### src/rtl/pmc_pkg.sv
package pmc_pkg;

  typedef enum logic [2:0] {
    PM_MASKED  = 3'd0,
    PM_EVENT   = 3'd1,
    PM_TOT     = 3'd2,
    PM_ARRIVAL = 3'd3,
    PM_SINGLE  = 3'd4
  } pix_mode_e;

  function automatic pix_mode_e decode_mode(input logic mask,
                                            input logic timed,
                                            input logic first);
    pix_mode_e m;
    if (mask) begin
      m = PM_MASKED;
    end else begin
      case ({timed, first})
        2'b00:   m = PM_EVENT;
        2'b10:   m = PM_TOT;
        2'b11:   m = PM_ARRIVAL;
        default: m = PM_SINGLE;
      endcase
    end
    return m;
  endfunction

endpackage

### src/rtl/pmc_sync.sv
module pmc_sync #(
  parameter int STAGES = 2
) (
  input  logic clk,
  input  logic rst_n,
  input  logic d_async,
  output logic q_sync
);

  logic [STAGES-1:0] chain_q;
  logic [STAGES-1:0] chain_d;

  genvar g;
  generate
    for (g = 0; g < STAGES; g++) begin : g_stage
      if (g == 0) begin : g_first
        assign chain_d[g] = d_async;
      end else begin : g_next
        assign chain_d[g] = chain_q[g-1];
      end
      always_ff @(posedge clk or negedge rst_n) begin
        if (!rst_n) chain_q[g] <= 1'b0;
        else        chain_q[g] <= chain_d[g];
      end
    end
  endgenerate

  assign q_sync = chain_q[STAGES-1];

endmodule

### src/rtl/pmc_gate.sv
module pmc_gate
  import pmc_pkg::*;
(
  input  logic      clk,
  input  logic      rst_n,
  input  pix_mode_e mode,
  input  logic      hit_s,
  input  logic      shut_s,
  input  logic      clr,
  output logic      inc_o
);

  logic lvl;
  logic lvl_q, lvl_d;
  logic armed_q, armed_d;
  logic done_q, done_d;
  logic rise;

  assign lvl  = hit_s & shut_s;
  assign rise = lvl & ~lvl_q;

  always_comb begin
    inc_o   = 1'b0;
    lvl_d   = lvl;
    armed_d = armed_q;
    done_d  = done_q;

    if (!shut_s)    armed_d = 1'b0;
    else if (hit_s) armed_d = 1'b1;

    case (mode)
      PM_EVENT:   inc_o = rise;
      PM_TOT:     inc_o = lvl;
      PM_ARRIVAL: inc_o = shut_s & (armed_q | hit_s);
      PM_SINGLE:  inc_o = rise & ~done_q;
      default:    inc_o = 1'b0;
    endcase

    if (mode == PM_SINGLE && inc_o) done_d = 1'b1;

    if (clr) begin
      armed_d = 1'b0;
      done_d  = 1'b0;
    end
  end

  always_ff @(posedge clk or negedge rst_n) begin
    if (!rst_n) begin
      lvl_q   <= 1'b0;
      armed_q <= 1'b0;
      done_q  <= 1'b0;
    end else begin
      lvl_q   <= lvl_d;
      armed_q <= armed_d;
      done_q  <= done_d;
    end
  end


  shut_closed_chk: assert property (@(posedge clk) disable iff (!rst_n)
    !shut_s |-> !inc_o);


  single_once_chk: assert property (@(posedge clk) disable iff (!rst_n)
    (mode == PM_SINGLE && done_q) |-> !inc_o);


  arrival_run_chk: assert property (@(posedge clk) disable iff (!rst_n)
    (mode == PM_ARRIVAL && armed_q && shut_s) |-> inc_o);


  masked_idle_chk: assert property (@(posedge clk) disable iff (!rst_n)
    (mode == PM_MASKED) |-> !inc_o);

endmodule

### src/rtl/pmc_counter.sv
module pmc_counter #(
  parameter int W = 14
) (
  input  logic         clk,
  input  logic         rst_n,
  input  logic         clr,
  input  logic         inc,
  output logic [W-1:0] cnt_o,
  output logic         ovf_o
);

  localparam logic [W-1:0] MAX = '1;

  logic [W-1:0] cnt_q, cnt_d;
  logic         ovf_q, ovf_d;
  logic         at_max;

  assign at_max = (cnt_q == MAX);

  always_comb begin
    cnt_d = cnt_q;
    ovf_d = ovf_q;
    if (clr) begin
      cnt_d = '0;
      ovf_d = 1'b0;
    end else if (inc) begin
      if (at_max) ovf_d = 1'b1;
      else        cnt_d = cnt_q + 1'b1;
    end
  end

  always_ff @(posedge clk or negedge rst_n) begin
    if (!rst_n) begin
      cnt_q <= '0;
      ovf_q <= 1'b0;
    end else begin
      cnt_q <= cnt_d;
      ovf_q <= ovf_d;
    end
  end

  assign cnt_o = cnt_q;
  assign ovf_o = ovf_q;


  sat_hold_chk: assert property (@(posedge clk) disable iff (!rst_n)
    (cnt_q == MAX && !clr) |=> (cnt_q == MAX));


  ovf_sticky_chk: assert property (@(posedge clk) disable iff (!rst_n)
    (ovf_q && !clr) |=> ovf_q);


  ovf_at_max_chk: assert property (@(posedge clk) disable iff (!rst_n)
    $rose(ovf_q) |-> (cnt_q == MAX));


  clear_chk: assert property (@(posedge clk) disable iff (!rst_n)
    clr |=> (cnt_q == '0 && !ovf_q));


  step_one_chk: assert property (@(posedge clk) disable iff (!rst_n)
    !clr |=> (cnt_q == $past(cnt_q) || cnt_q == $past(cnt_q) + 1'b1));

endmodule

### src/rtl/pixel_mode_counter.sv
module pixel_mode_counter
  import pmc_pkg::*;
#(
  parameter int CNT_W       = 14,
  parameter int SYNC_STAGES = 2
) (
  input  logic             clk_ref,
  input  logic             rst_n,
  input  logic             hit_async,
  input  logic             shutter_async,
  input  logic             cfg_mask,
  input  logic             cfg_timed,
  input  logic             cfg_first,
  input  logic             cnt_clear,
  output logic [CNT_W-1:0] count_o,
  output logic             ovf_o
);

  logic      hit_s;
  logic      shut_s;
  logic      inc;
  pix_mode_e mode;

  assign mode = decode_mode(cfg_mask, cfg_timed, cfg_first);

  pmc_sync #(.STAGES(SYNC_STAGES)) u_hit_sync (
    .clk     (clk_ref),
    .rst_n   (rst_n),
    .d_async (hit_async),
    .q_sync  (hit_s)
  );

  pmc_sync #(.STAGES(SYNC_STAGES)) u_shut_sync (
    .clk     (clk_ref),
    .rst_n   (rst_n),
    .d_async (shutter_async),
    .q_sync  (shut_s)
  );

  pmc_gate u_gate (
    .clk    (clk_ref),
    .rst_n  (rst_n),
    .mode   (mode),
    .hit_s  (hit_s),
    .shut_s (shut_s),
    .clr    (cnt_clear),
    .inc_o  (inc)
  );

  pmc_counter #(.W(CNT_W)) u_cnt (
    .clk   (clk_ref),
    .rst_n (rst_n),
    .clr   (cnt_clear),
    .inc   (inc),
    .cnt_o (count_o),
    .ovf_o (ovf_o)
  );


  mask_freeze_chk: assert property (@(posedge clk_ref) disable iff (!rst_n)
    (cfg_mask && !cnt_clear) |=> ($stable(count_o) && $stable(ovf_o)));

endmodule

### config.mk
export PLATFORM = sky130hd
export DESIGN_NAME = pixel_mode_counter
export DESIGN_NICKNAME = d
export VERILOG_FILES = /design/src/rtl/pmc_pkg.sv /design/src/rtl/pmc_sync.sv /design/src/rtl/pmc_gate.sv /design/src/rtl/pmc_counter.sv /design/src/rtl/pixel_mode_counter.sv
export SDC_FILE = /design/constraint.sdc
export NUM_CORES = 1
export LEC_CHECK = 0
export ABC_AREA = 1
export ABC_CLOCK_PERIOD_IN_PS = 2000
export CAP_MARGIN = 5
export CORE_MARGIN = 4
export CORE_UTILIZATION = 24
export CTS_CLUSTER_SIZE = 40
export DETAILED_ROUTE_END_ITERATION = 10
export DONT_BUFFER_PORTS = 1
export GPL_TIMING_DRIVEN = 0
export MAX_ROUTING_LAYER = met4
export SYNTH_ARGS = -nofsm -noshare
export SYNTH_HDL_FRONTEND = slang
export SYNTH_HIERARCHICAL = 1
export SYNTH_SLANG_ARGS = --single-unit
### constraint.sdc
create_clock -name clk_ref -period 2 [get_ports clk_ref]
set_clock_uncertainty 0.2 [all_clocks]
set_input_delay 0 -clock clk_ref [delete_from_list [all_inputs] [get_ports clk_ref]]
set_output_delay 0 -clock clk_ref [all_outputs]
set_load 0.01 [all_outputs]
## Word-level counts from Yosys, hierarchy flattened

Index checks and enable logic that the tools add are counted.

- Logic and storage cells: 47
- Bits in registers: 22
- Output and inout bits: 15

- Muxes and demuxes: 14
- Equal/unequal tests: 9
- Bitwise gates (word level): 7
- Reduce and logical (&&, ||, !) cells: 7
- Add/subtract/negate cells: 1

Operator list:

| operator | count |
|---|---|
| $mux W14 | 3 |
| $add A14 B1 Y14 const B | 1 |
| $eq A14 B14 Y1 const B | 1 |
| $pmux W3 S3 | 1 |
| $mux W1 | 8 |
| $eq A3 B2 Y1 const B | 2 |
| $reduce_bool A2 Y1 | 3 |
| $and A1 B1 Y1 | 4 |
| $eq A2 B2 Y1 const B | 2 |
| $pmux W1 S4 | 1 |
| $reduce_and A2 Y1 | 2 |
| $eq A3 B1 Y1 const B | 1 |
| $eq A3 B3 Y1 const B | 1 |
| $mux W3 | 1 |
| $ne A3 B3 Y1 const B | 1 |
| $logic_not A2 Y1 | 1 |
| $ne A2 B2 Y1 const B | 1 |
| $not A1 Y1 | 2 |
| $logic_and A1 B1 Y1 | 1 |
| $or A1 B1 Y1 | 1 |

## Longest topological paths before layout

Gate-level depths: netlist of the first run.

- Depth after elaboration: 8
- Mapped depth: 15
- Gate-level depth less buffers: 14

## Modules after synthesis

Netlist of the first run, hierarchy kept.

Modules (own cells, without submodules):

| module | instances | area an instance (µm²) | cells an instance |
|---|---|---|---|
| pmc_counter | 1 | 962.2 | 145 |
| pmc_gate | 1 | 192.7 | 27 |
| pmc_sync | 2 | 50.0 | 2 |
| pixel_mode_counter | 1 | 37.5 | 7 |

## Worst setup path before layout of the first run

Ideal clock, no wire load.

- Path kind: register to register
- From: reg u_cnt.cnt_q[0], in the netlist u_cnt/cnt_o[0]
- To: reg u_cnt.cnt_q[0], in the netlist u_cnt/cnt_o[0]
- Slack: 0.289 ns
- Path buffers: 0
- Data arrival time: 1.444 ns
- Library setup time: 0.066 ns
- Period minus slack after synthesis: 1.711 ns
- Cell stages (with the launch flop): 9
- Cells stage by stage: dfrtp_1 > ha_1 > nand2_2 > nor2_2 > nand3_1 > nor2_1 > nor2_1 > nand3_1 > nand2_1

- Longest elaborated chain between the ends: 4
- Elaborated cells on any way between the ends: 7

RTL lines:

| what | line | text |
|---|---|---|
| start: declaration | pmc_counter.sv:14 | `logic [W-1:0] cnt_q, cnt_d;` |
| start signal: assignment | pmc_counter.sv:37 | `cnt_q <= cnt_d;` |
| $add A14 B1 Y14 | pmc_counter.sv:28 | `else cnt_d = cnt_q + 1'b1;` |
| $mux W14 | pmc_counter.sv:27 | `if (at_max) ovf_d = 1'b1;` |
| $mux W14 | pmc_counter.sv:26 | `end else if (inc) begin` |
| $mux W14 | pmc_counter.sv:23 | `if (clr) begin` |

Parallel ways exist; a longest one is shown, timed or not. The select of a mux whose other input is x is not followed.
A chain may end at the register's enable or synchronous reset.

## Worst setup path in the final report of the first run

- From: reg u_cnt.cnt_q[0], in the netlist u_cnt/cnt_o[0]
- To: reg u_cnt.cnt_q[3], in the netlist u_cnt/cnt_o[3]

The elaborated chain is that of the path after synthesis.

==> qor.txt, run 1 <==
outcome = finished, final reports clean
Area growth syn-to-layout = 18.1%
CP Capture Type = register
Pwr Density = 624 nW/um^2
CTS tree = built
GR Overflow Total = 0
top cells by area, synth = dfrtp_1 43%, nand2_1 17%, nor2_1 9.3%
#FFs+latches synth = 22
IO buf count = 0
TNS Setup = 0 ns
post-route cell area = 1530 sq um
post-route antenna net violation count = 0
root buf cell = clkbuf_8
die height = 81.4 microns
DRC viols = 0
Placer Congestion = 0.764
Syn Area/Cell = 7.06 sq um
Clock transition at path regs = 0.09 ns
max-slew violation count = 0
commonest non-fill, non-tap cell in the layout = nand2_1
RSZ-0062 raised after global routing = false
CTS H-tree lvls = 1
utilization after layout = 0.295
Core Rows = 26
Critical Path Source = u_cnt/cnt_o[0]
critical path depth = 8
Setup-failing EPs final = 0
First-pass DRT Iterations = 4
TritonCTS Buffers = 3
area leader, netlist = dfrtp_1
Starting Density = 0.250
met3 Usage GRT = 0.0388
Setup WS post-layout = 0.182 ns
Slowest cell on crit path = dfrtp_2
pin count of the biggest net entering global routing = 23
DRT iter0 DRCs = 63
Setup Slack @ Placement = -0.106 ns
Slew HR = 0.310
synth unique cells = 20
DR vias/cell = 4.23
Worst EP required = 2.00 ns
crit-path cells = ha_1, nand2_2, nor2_2, nand2_2, nor2_2, o21ai_0, nand2_1, nand2_1
CP Capture Point = u_cnt/cnt_o[3]
Register-to-Register Path Depth = 8
final critical-path required period = 1.82 ns
Pleak = 0.684 nW
post-synthesis sequential area ratio = 0.426
antenna violations before repair = 1
Max clock buf depth = 2
# IOs = 23
die span in x = 81.4 microns
Hold WC Path Type = in2reg
Max Cap Viol = 0
GRT met1 Usage = 0.127
crit-path max cell delay = 0.46 ns
clock latency on the worst-skew pair = 0.26 ns
vias in the first global route = 1100
GR Util met2 = 0.152
Critical Path AT = 1.82 ns
Hold Fails Final Rpt = 0
period utilization = 0.909
syn_nets = 193
VDD IR-drop max = 0.313 mV
Tightest Pin Transition = 1.03 ns
crit path buf inv count = 0
startpoint types = register
hold_ws = 0.0832 ns
CP Max Fanout = 5
clock sink total = 22
Die ar. = 6620 sq um
worst r2r src = u_cnt/cnt_o[0]
Tot GR Track Use = 0.0995
Setup CP Type = reg2reg
drt total wl = 2900 microns
Placed Area = 1380 sq um
fmax = 550 MHz
Ys Warns = 6
Via Count = 1117
top-area cell type share of the netlist area = 0.426
fillcell total = 570
global-route wire length before repair = 5080 microns
DR WL/cell = 11.0 microns
DP HPWL = 2180 microns
Syn Inst Count = 183
Core Box Area = 5170 sq um
r2r setup slk = 0.18 ns
CP delay by family, top = flip-flops
most frequent cells in the layout = 60 x nand2_1, 30 x nor2_1, 20 x dfrtp_1
RR Endpoint = u_cnt/cnt_o[3]
nets = 204
Netlist Area Pre-Place = 1290 sq um
gr busiest metal = met2
layout cells sized above 1 = 0.124
[routing by layer]
metal,up-vias,routed length [microns]
met5,-,0
met3,2,258
met2,26,1230
li1,590,-
met4,0,14
met1,499,1400
[cells by family (layout without fill, tap and decap cells)]
group | count (synthesis) | after routing | synth area share
other cells | 0 | 1 | 0
flops | 22 | 22 | 0.426
xor+xnor | 3 | 3 | 0.0203
buf+inv | 20 | 30 | 0.0668
fa+ha+maj | 2 | 2 | 0.0194
compound gates | 8 | 8 | 0.0310
simple gates | 128 | 128 | 0.437
[sequential cells by signal, summed over array words and instances (netlist names)]
name                 cells
u_cnt/ovf_o              1
u_hit_sync/chain_d       1
u_shut_sync/chain_d      1
u_cnt/cnt_o             14
u_hit_sync/q_sync        1
u_gate/armed_q           1
u_gate/done_q            1
u_gate/lvl_q             1
u_shut_sync/q_sync       1
[power breakdown]
| group | total, mW | switching (mW) | internal, mW |
|---|---|---|---|
| Clock | 0.419 | 0.152 | 0.267 |
| Sequential | 0.459 | 0.00611 | 0.453 |
| Combinational | 0.0749 | 0.0487 | 0.0262 |
| Total | 0.953 | 0.207 | 0.746 |
[cells in the mapped netlist]
| library cell | count |
|---|---|
| o21ai_1 | 1 |
| ha_1 | 2 |
| nand3_2 | 2 |
| nor3_1 | 3 |
| a21oi_1 | 6 |
| nand2_4 | 1 |
| xor2_1 | 3 |
| nand2_1 | 60 |
| inv_2 | 1 |
| dfrtp_1 | 22 |
| nand3b_1 | 2 |
| buf_8 | 1 |
| inv_1 | 17 |
| clkbuf_1 | 1 |
| nor2_2 | 8 |
| nand2_2 | 3 |
| nor2_1 | 32 |
| nand4_1 | 3 |
| o21ai_0 | 1 |
| nand3_1 | 14 |
[worst reg2reg max path: cells and delay by family, from the launching register on]
kind                     cells  cell delay [ns]
AND/OR/NAND/NOR              6             0.45
AO/OA/AOI/OAI                1             0.39
flip-flops                   1             0.46
adder cells (fa/ha/maj)      1             0.25
[what timing repair did]
item / CTS / global route
hold buffers: 6 / 0
hold endpoints to repair: 41 / 0
cloned: 0 / 0
buffers inserted: 0 / 0
pin swaps: 0 / 0
resized for setup: 1 / 4
setup endpoints to repair: 9 / 9
[area by class of cell]
| cell class | instances | area (sq um) | area share |
|---|---|---|---|
| clock buffer | 3 | 41.3 | 0.0270 |
| tap | 70 | 87.6 | 0.0574 |
| buffer | 2 | 18.8 | 0.0123 |
| sequential | 22 | 553 | 0.362 |
| clock inverter | 1 | 30.0 | 0.0197 |
| multi-input combinational | 141 | 666 | 0.436 |
| antenna | 1 | 2.50 | 0.00164 |
| inverter | 18 | 67.6 | 0.0443 |
| timing repair buffer | 6 | 60.1 | 0.0393 |
[metrics by stage]
stage,power [mW],std cells
3_3_place_gp,0.521,253
4_1_cts,0.967,263
6_report,0.953,264
2_1_floorplan,0.510,183
3_5_place_dp,0.522,253
5_1_grt,0.997,264
[worst min path at each step]
stage | to | slack, ns | cells past startpoint | start
after floorplan | u_cnt/cnt_o[0] | -0.50 | 0 | rst_n
after global placement | u_cnt/cnt_o[5] | -0.49 | 0 | rst_n
after detailed placement | u_cnt/cnt_o[5] | -0.49 | 0 | rst_n
after CTS | u_cnt/ovf_o | 0.08 | 7 | cfg_mask
after global routing | u_shut_sync/chain_d[1] | 0.08 | 1 | shutter_async
final | u_cnt/ovf_o | 0.08 | 7 | cfg_mask
(Power assumes the default switching activity.)
==> inputs of run 2 (changes only) <==
- ABC_CLOCK_PERIOD_IN_PS: 2000 -> 1700
- clock period: 2 -> 1.7 ns (I/O delays scaled with it)
==> qor.txt, run 2 (same netlist as run 1, synthesis figures left out) <==
crit-path cells = ha_4, nand2_4, nor2_4, nand2_2, nor2_4, nand2_2, nand2_4, clkbuf_16, nand2_1, nand2_1
DR vias/cell = 4.41
n_diodes = 0
GR Overflow Total = 0
Setup CP Type = reg2reg
crit path buf inv count = 1
Pleak = 0.724 nW
Largest register FFs = 14
Slowest cell on crit path = dfrtp_2
max-slew violation count = 0
DR WL/cell = 11.5 microns
Slew HR = 0.342
CTS tree = built
Pwr Density = 685 nW/um^2
Critical Path AT = 1.74 ns
startpoint types = register
antenna violations before repair = 0
Hold Fails Final Rpt = 0
Tot GR Track Use = 0.0995
DP HPWL = 2120 microns
TNS Setup = -0.200 ns
pin count of the biggest net entering global routing = 23
Setup WS post-layout = -0.0414 ns
Starting Density = 0.250
RSZ-0062 raised after global routing = true
final critical-path required period = 1.74 ns
CTS H-tree lvls = 1
Placer Congestion = 0.752
Inst Count DP = 253
fillcell total = 564
commonest non-fill, non-tap cell in the layout = nand2_1
fmax = 574 MHz
Setup Slack @ Placement = -0.189 ns
Multi-input gate area = 719 sq um
IO buf count = 0
post-route antenna net violation count = 0
Hold WC Path Type = in2reg
Worst EP required = 1.70 ns
utilization after layout = 0.320
FF/Latch Area = 564 sq um
Area growth syn-to-layout = 28.0%
Finished Layout Cells = 269
drt total wl = 3080 microns
r2r setup slk = -0.04 ns
crit-path max cell delay = 0.45 ns
clock latency on the worst-skew pair = 0.26 ns
First-pass DRT Iterations = 5
period utilization = 1.02
nets = 210
root buf cell = clkbuf_8
die span in x = 81.4 microns
global-route wire length before repair = 5040 microns
CP Capture Type = register
die height = 81.4 microns
Via Count = 1185
failing checks = negative setup slack
Max Cap Viol = 0
Clock transition at path regs = 0.08 ns
Core Rows = 26
Setup-failing EPs final = 9
TritonCTS Buffers = 3
Die ar. = 6620 sq um
DRT iter0 DRCs = 71
CP delay by family, top = simple AND/OR/NAND/NOR gates
# IOs = 23
vias in the first global route = 1039
Tightest Pin Transition = 0.983 ns
Core Box Area = 5170 sq um
Max clock buf depth = 2
clock sink total = 22
DRC viols = 0
VDD IR-drop max = 0.366 mV
most frequent cells in the layout = 58 x nand2_1, 29 x nor2_1, 16 x inv_1
outcome = complete, but fails checks
CP Max Fanout = 5
layout cells sized above 1 = 0.226
run 2: cell count changes in the layout (fill, tap and decap cells not counted), moves of 2 or more:
cell,delta
nor2_2,-3
dfrtp_1,-9
dfrtp_2,+9
nor2_4,+4
buf_4,+4
nand2_1,-2
run 2: path summary, 6_finish.rpt:
| path | endpoint | from | depth (start not counted) |
|---|---|---|---|
| max reg2reg | u_cnt/cnt_o[6] | u_cnt/cnt_o[1] | 10 |
| min in group asynchronous | u_cnt/cnt_o[13] | rst_n | 1 |
| max | u_cnt/cnt_o[6] | u_cnt/cnt_o[1] | 10 |
| min | u_cnt/cnt_o[9] | cnt_clear | 6 |
| max in group asynchronous | u_cnt/cnt_o[4] | rst_n | 1 |
| min reg2reg | u_hit_sync/q_sync | u_hit_sync/chain_d[1] | 0 |
run 2: where the power goes:
part           total (mW)  leakage (nW)  switching, mW  internal [mW]
clock               0.484        0.0357          0.170          0.314
combinational       0.108         0.410         0.0613         0.0468
sequential          0.541         0.278        0.00866          0.532
total                1.13         0.724          0.240          0.894
run 2: timing repair:
action | 4_1_cts | 5_1_grt
pin swaps | 0 | 14
buffers inserted | 0 | 4
cloned | 0 | 1
hold endpoints to repair | 39 | 6
gates resized for setup | 9 | 18
hold buffers | 6 | 1
setup endpoints to repair | 13 | 15
run 2: per-layer routing:
layer | track usage | routed length [microns]
met1 | 0.124 | 1390
met4 | 0.0253 | 21
met2 | 0.147 | 1350
met3 | 0.0432 | 315
met5 | - | 0
run 2: area by class of cell:
| cell class | count | area share |
|---|---|---|
| Tap cell | 70 | 0.0529 |
| Clock inverter | 1 | 0.0182 |
| Multi-Input combinational cell | 141 | 0.435 |
| Inverter | 18 | 0.0408 |
| Clock buffer | 3 | 0.0250 |
| Sequential cell | 22 | 0.341 |
| Timing Repair Buffer | 12 | 0.0756 |
| Buffer | 2 | 0.0113 |
run 2: worst reg2reg max path, delay by kind of cell (launching register included):
family,cells,cell delay (ns)
simple gates,8,0.70
buf+inv,1,0.15
fa+ha+maj,1,0.18
flops,1,0.45
run 2: through the flow:
step	power [mW]	hold WS [ns]	area, sq um
floorplan	0.601	-0.496	1290
global placement	0.614	-0.495	1380
detailed placement	0.615	-0.495	1380
CTS	1.13	-0.419	1540
global route	1.19	0.0213	1650
finish	1.13	0.00202	1650
==> inputs of run 3 (changes only) <==
--- a/config.mk
+++ b/config.mk
@@ -18,4 +18,3 @@
 export SYNTH_ARGS = -nofsm -noshare
 export SYNTH_HDL_FRONTEND = slang
-export SYNTH_HIERARCHICAL = 1
 export SYNTH_SLANG_ARGS = --single-unit
==> constraint.sdc (replaced) <==
create_clock -name clk_ref -period 1.7 [get_ports clk_ref]
set_clock_uncertainty 0.2 [all_clocks]
set_input_delay 0.255 -clock clk_ref [delete_from_list [all_inputs] [get_ports clk_ref]]
set_output_delay 0.255 -clock clk_ref [all_outputs]
set_load 0.01 [all_outputs]
==> qor.txt, run 3 <==
post-route cell area = 1660 sq um
Worst EP required = 1.66 ns
Critical Path Source = u_cnt.cnt_o[0]
Tightest Pin Transition = 1.01 ns
number of synthesized flops with an enable pin = 0
top_reg_cell synth = dfrtp_1
Pleak = 0.797 nW
Placer Congestion = 0.852
Setup Slack @ Placement = -0.328 ns
Syn Area/Cell = 7.39 sq um
leading cell types by count after synthesis = 54 x nand2_1, 22 x dfrtp_1, 22 x inv_1, 22 x nand3_1, 20 x nor2_1
CP most frequent cell = nand2_2
Inst Count DP = 248
most frequent cells in the layout = 42 x nand2_1, 21 x inv_1, 19 x nor2_1, 19 x nand3_1, 16 x dfrtp_1
worst r2r src = u_cnt.cnt_o[0]
clock sink total = 22
Slew HR = 0.328
CP Capture Point = u_cnt.cnt_o[8]
DRT iter0 DRCs = 67
max-slew violation count = 0
root buf cell = clkbuf_8
Core Box Area = 5200 sq um
Placed Area = 1420 sq um
clock latency on the worst-skew pair = 0.27 ns
Critical Path AT = 1.82 ns
top cells by area, synth = dfrtp_1 42%, nand2_1 15%, nand3_1 8.4%
Register-to-Register Path Depth = 11
Netlist Area Pre-Place = 1320 sq um
Slowest cell on crit path = dfrtp_2
synth unique cells = 22
PnR Total Power = 1.18 mW
Pwr Density = 711 nW/um^2
final critical-path required period = 1.86 ns
area leader, netlist = dfrtp_1
vias in the first global route = 1063
GR Overflow Total = 0
pin count of the biggest net entering global routing = 23
CTS H-tree lvls = 1
most common cell in the netlist = nand2_1
outcome = complete, but fails checks
Setup-failing EPs final = 15
Area growth syn-to-layout = 26.3%
commonest non-fill, non-tap cell in the layout = nand2_1
Ys Warns = 0
IO buf count = 0
TNS Setup = -1.71 ns
global-route wire length before repair = 5090 microns
# IOs = 23
Hold WC Path Type = in2async
utilization after layout = 0.319
RR Endpoint = u_cnt.cnt_o[8]
post-route antenna net violation count = 0
FF/Latch Area = 558 sq um
crit-path cells = ha_4, nand2_4, nor2_4, nand2_2, nor2_4, nand3_2, nand3_4, nand2_4, buf_6, nand2_2, nand2_2
Tot GR Track Use = 0.100
Syn Inst Count = 178
DRC viols = 0
layout cells sized above 1 = 0.244
async set-reset flop share out of synthesis = 1.00
hold_ws = 0.0261 ns
Max clock buf depth = 2
Hold Fails Final Rpt = 0
drt total wl = 3040 microns
Setup WS post-layout = -0.161 ns
Via Count = 1141
CP Capture Type = register
syn_nets = 190
period utilization = 1.09
n_diodes = 0
r2r setup slk = -0.16 ns
VDD IR-drop max = 0.250 mV
Setup CP Type = reg2reg
top-area cell type share of the netlist area = 0.419
crit-path max cell delay = 0.46 ns
Max Cap Viol = 0
DP HPWL = 2140 microns
CTS tree = built
DR vias/cell = 4.34
Die ar. = 6730 sq um
#FFs+latches synth = 22
post-synthesis sequential area ratio = 0.419
failing checks = negative setup slack
nets = 206
First-pass DRT Iterations = 4
Starting Density = 0.253
startpoint types = register
die span in x = 82.0 microns
Clock transition at path regs = 0.08 ns
TritonCTS Buffers = 3
Largest register FFs = 14
antenna violations before repair = 0
Core Rows = 26
CP Max Fanout = 5
fillcell total = 551
Multi-input gate area = 712 sq um
DR WL/cell = 11.6 microns
RSZ-0062 raised after global routing = true
fmax = 537 MHz
Finished Layout Cells = 263
die height = 82.0 microns
[run 3: cells by family (layout without fill, tap and decap cells)]
| kind of cell | count (synthesis) | after routing | synth area share |
|---|---|---|---|
| AOI/OAI and AO/OA | 12 | 12 | 0.0485 |
| xor gates and xnor gates | 2 | 2 | 0.0133 |
| adders and majority gates | 4 | 4 | 0.0381 |
| buffers and inverters | 27 | 42 | 0.0894 |
| DFF | 22 | 22 | 0.419 |
| and+or+nand+nor | 111 | 111 | 0.392 |
[run 3: worst min path at each step]
stage,start,end,slack (ns)
2_1_floorplan,rst_n,u_cnt.cnt_o[0],-0.24
3_3_place_gp,rst_n,u_cnt.cnt_o[10],-0.24
3_5_place_dp,rst_n,u_cnt.cnt_o[10],-0.24
4_1_cts,cnt_clear,u_cnt.cnt_o[5],0.05
5_1_grt,cnt_clear,u_cnt.cnt_o[6],0.08
6_report,rst_n,u_cnt.cnt_o[5],0.03
[run 3: area by class of cell]
cell class | instances | share of cell area
buffer | 5 | 0.0211
clock buffer | 3 | 0.0249
clock inverter | 1 | 0.0181
inverter | 22 | 0.0512
multi-input combinational | 129 | 0.429
sequential | 22 | 0.336
tap | 70 | 0.0528
timing repair buffer | 11 | 0.0671
[run 3: report_power, final]
group / internal, mW / switching, mW
clock network: 0.315 / 0.179
logic: 0.0483 / 0.0721
registers: 0.541 / 0.0259
total: 0.904 / 0.277
[run 3: worst max-delay path, delay by kind of cell (launching register included)]
kind | cells | cell delay, ns
buffers and inverters | 1 | 0.14
and+or+nand+nor | 9 | 0.79
DFF | 1 | 0.46
adders and majority gates | 1 | 0.17
[run 3: repair_timing]
action | CTS | global route
endpoints found under the hold margin | 26 | 0
endpoints found under the setup margin | 15 | 17
hold buffers | 4 | 0
gates resized for setup | 16 | 11
buffers inserted | 3 | 3
pin swaps | 5 | 7
cloned | 1 | 0
[run 3: routing by layer]
layer  track usage  vias up  share of wire
li1              -      591              -
met1         0.138      519           0.47
met2         0.143       26           0.45
met3        0.0208        5          0.065
met4        0.0399        0          0.018
met5             -        -              0
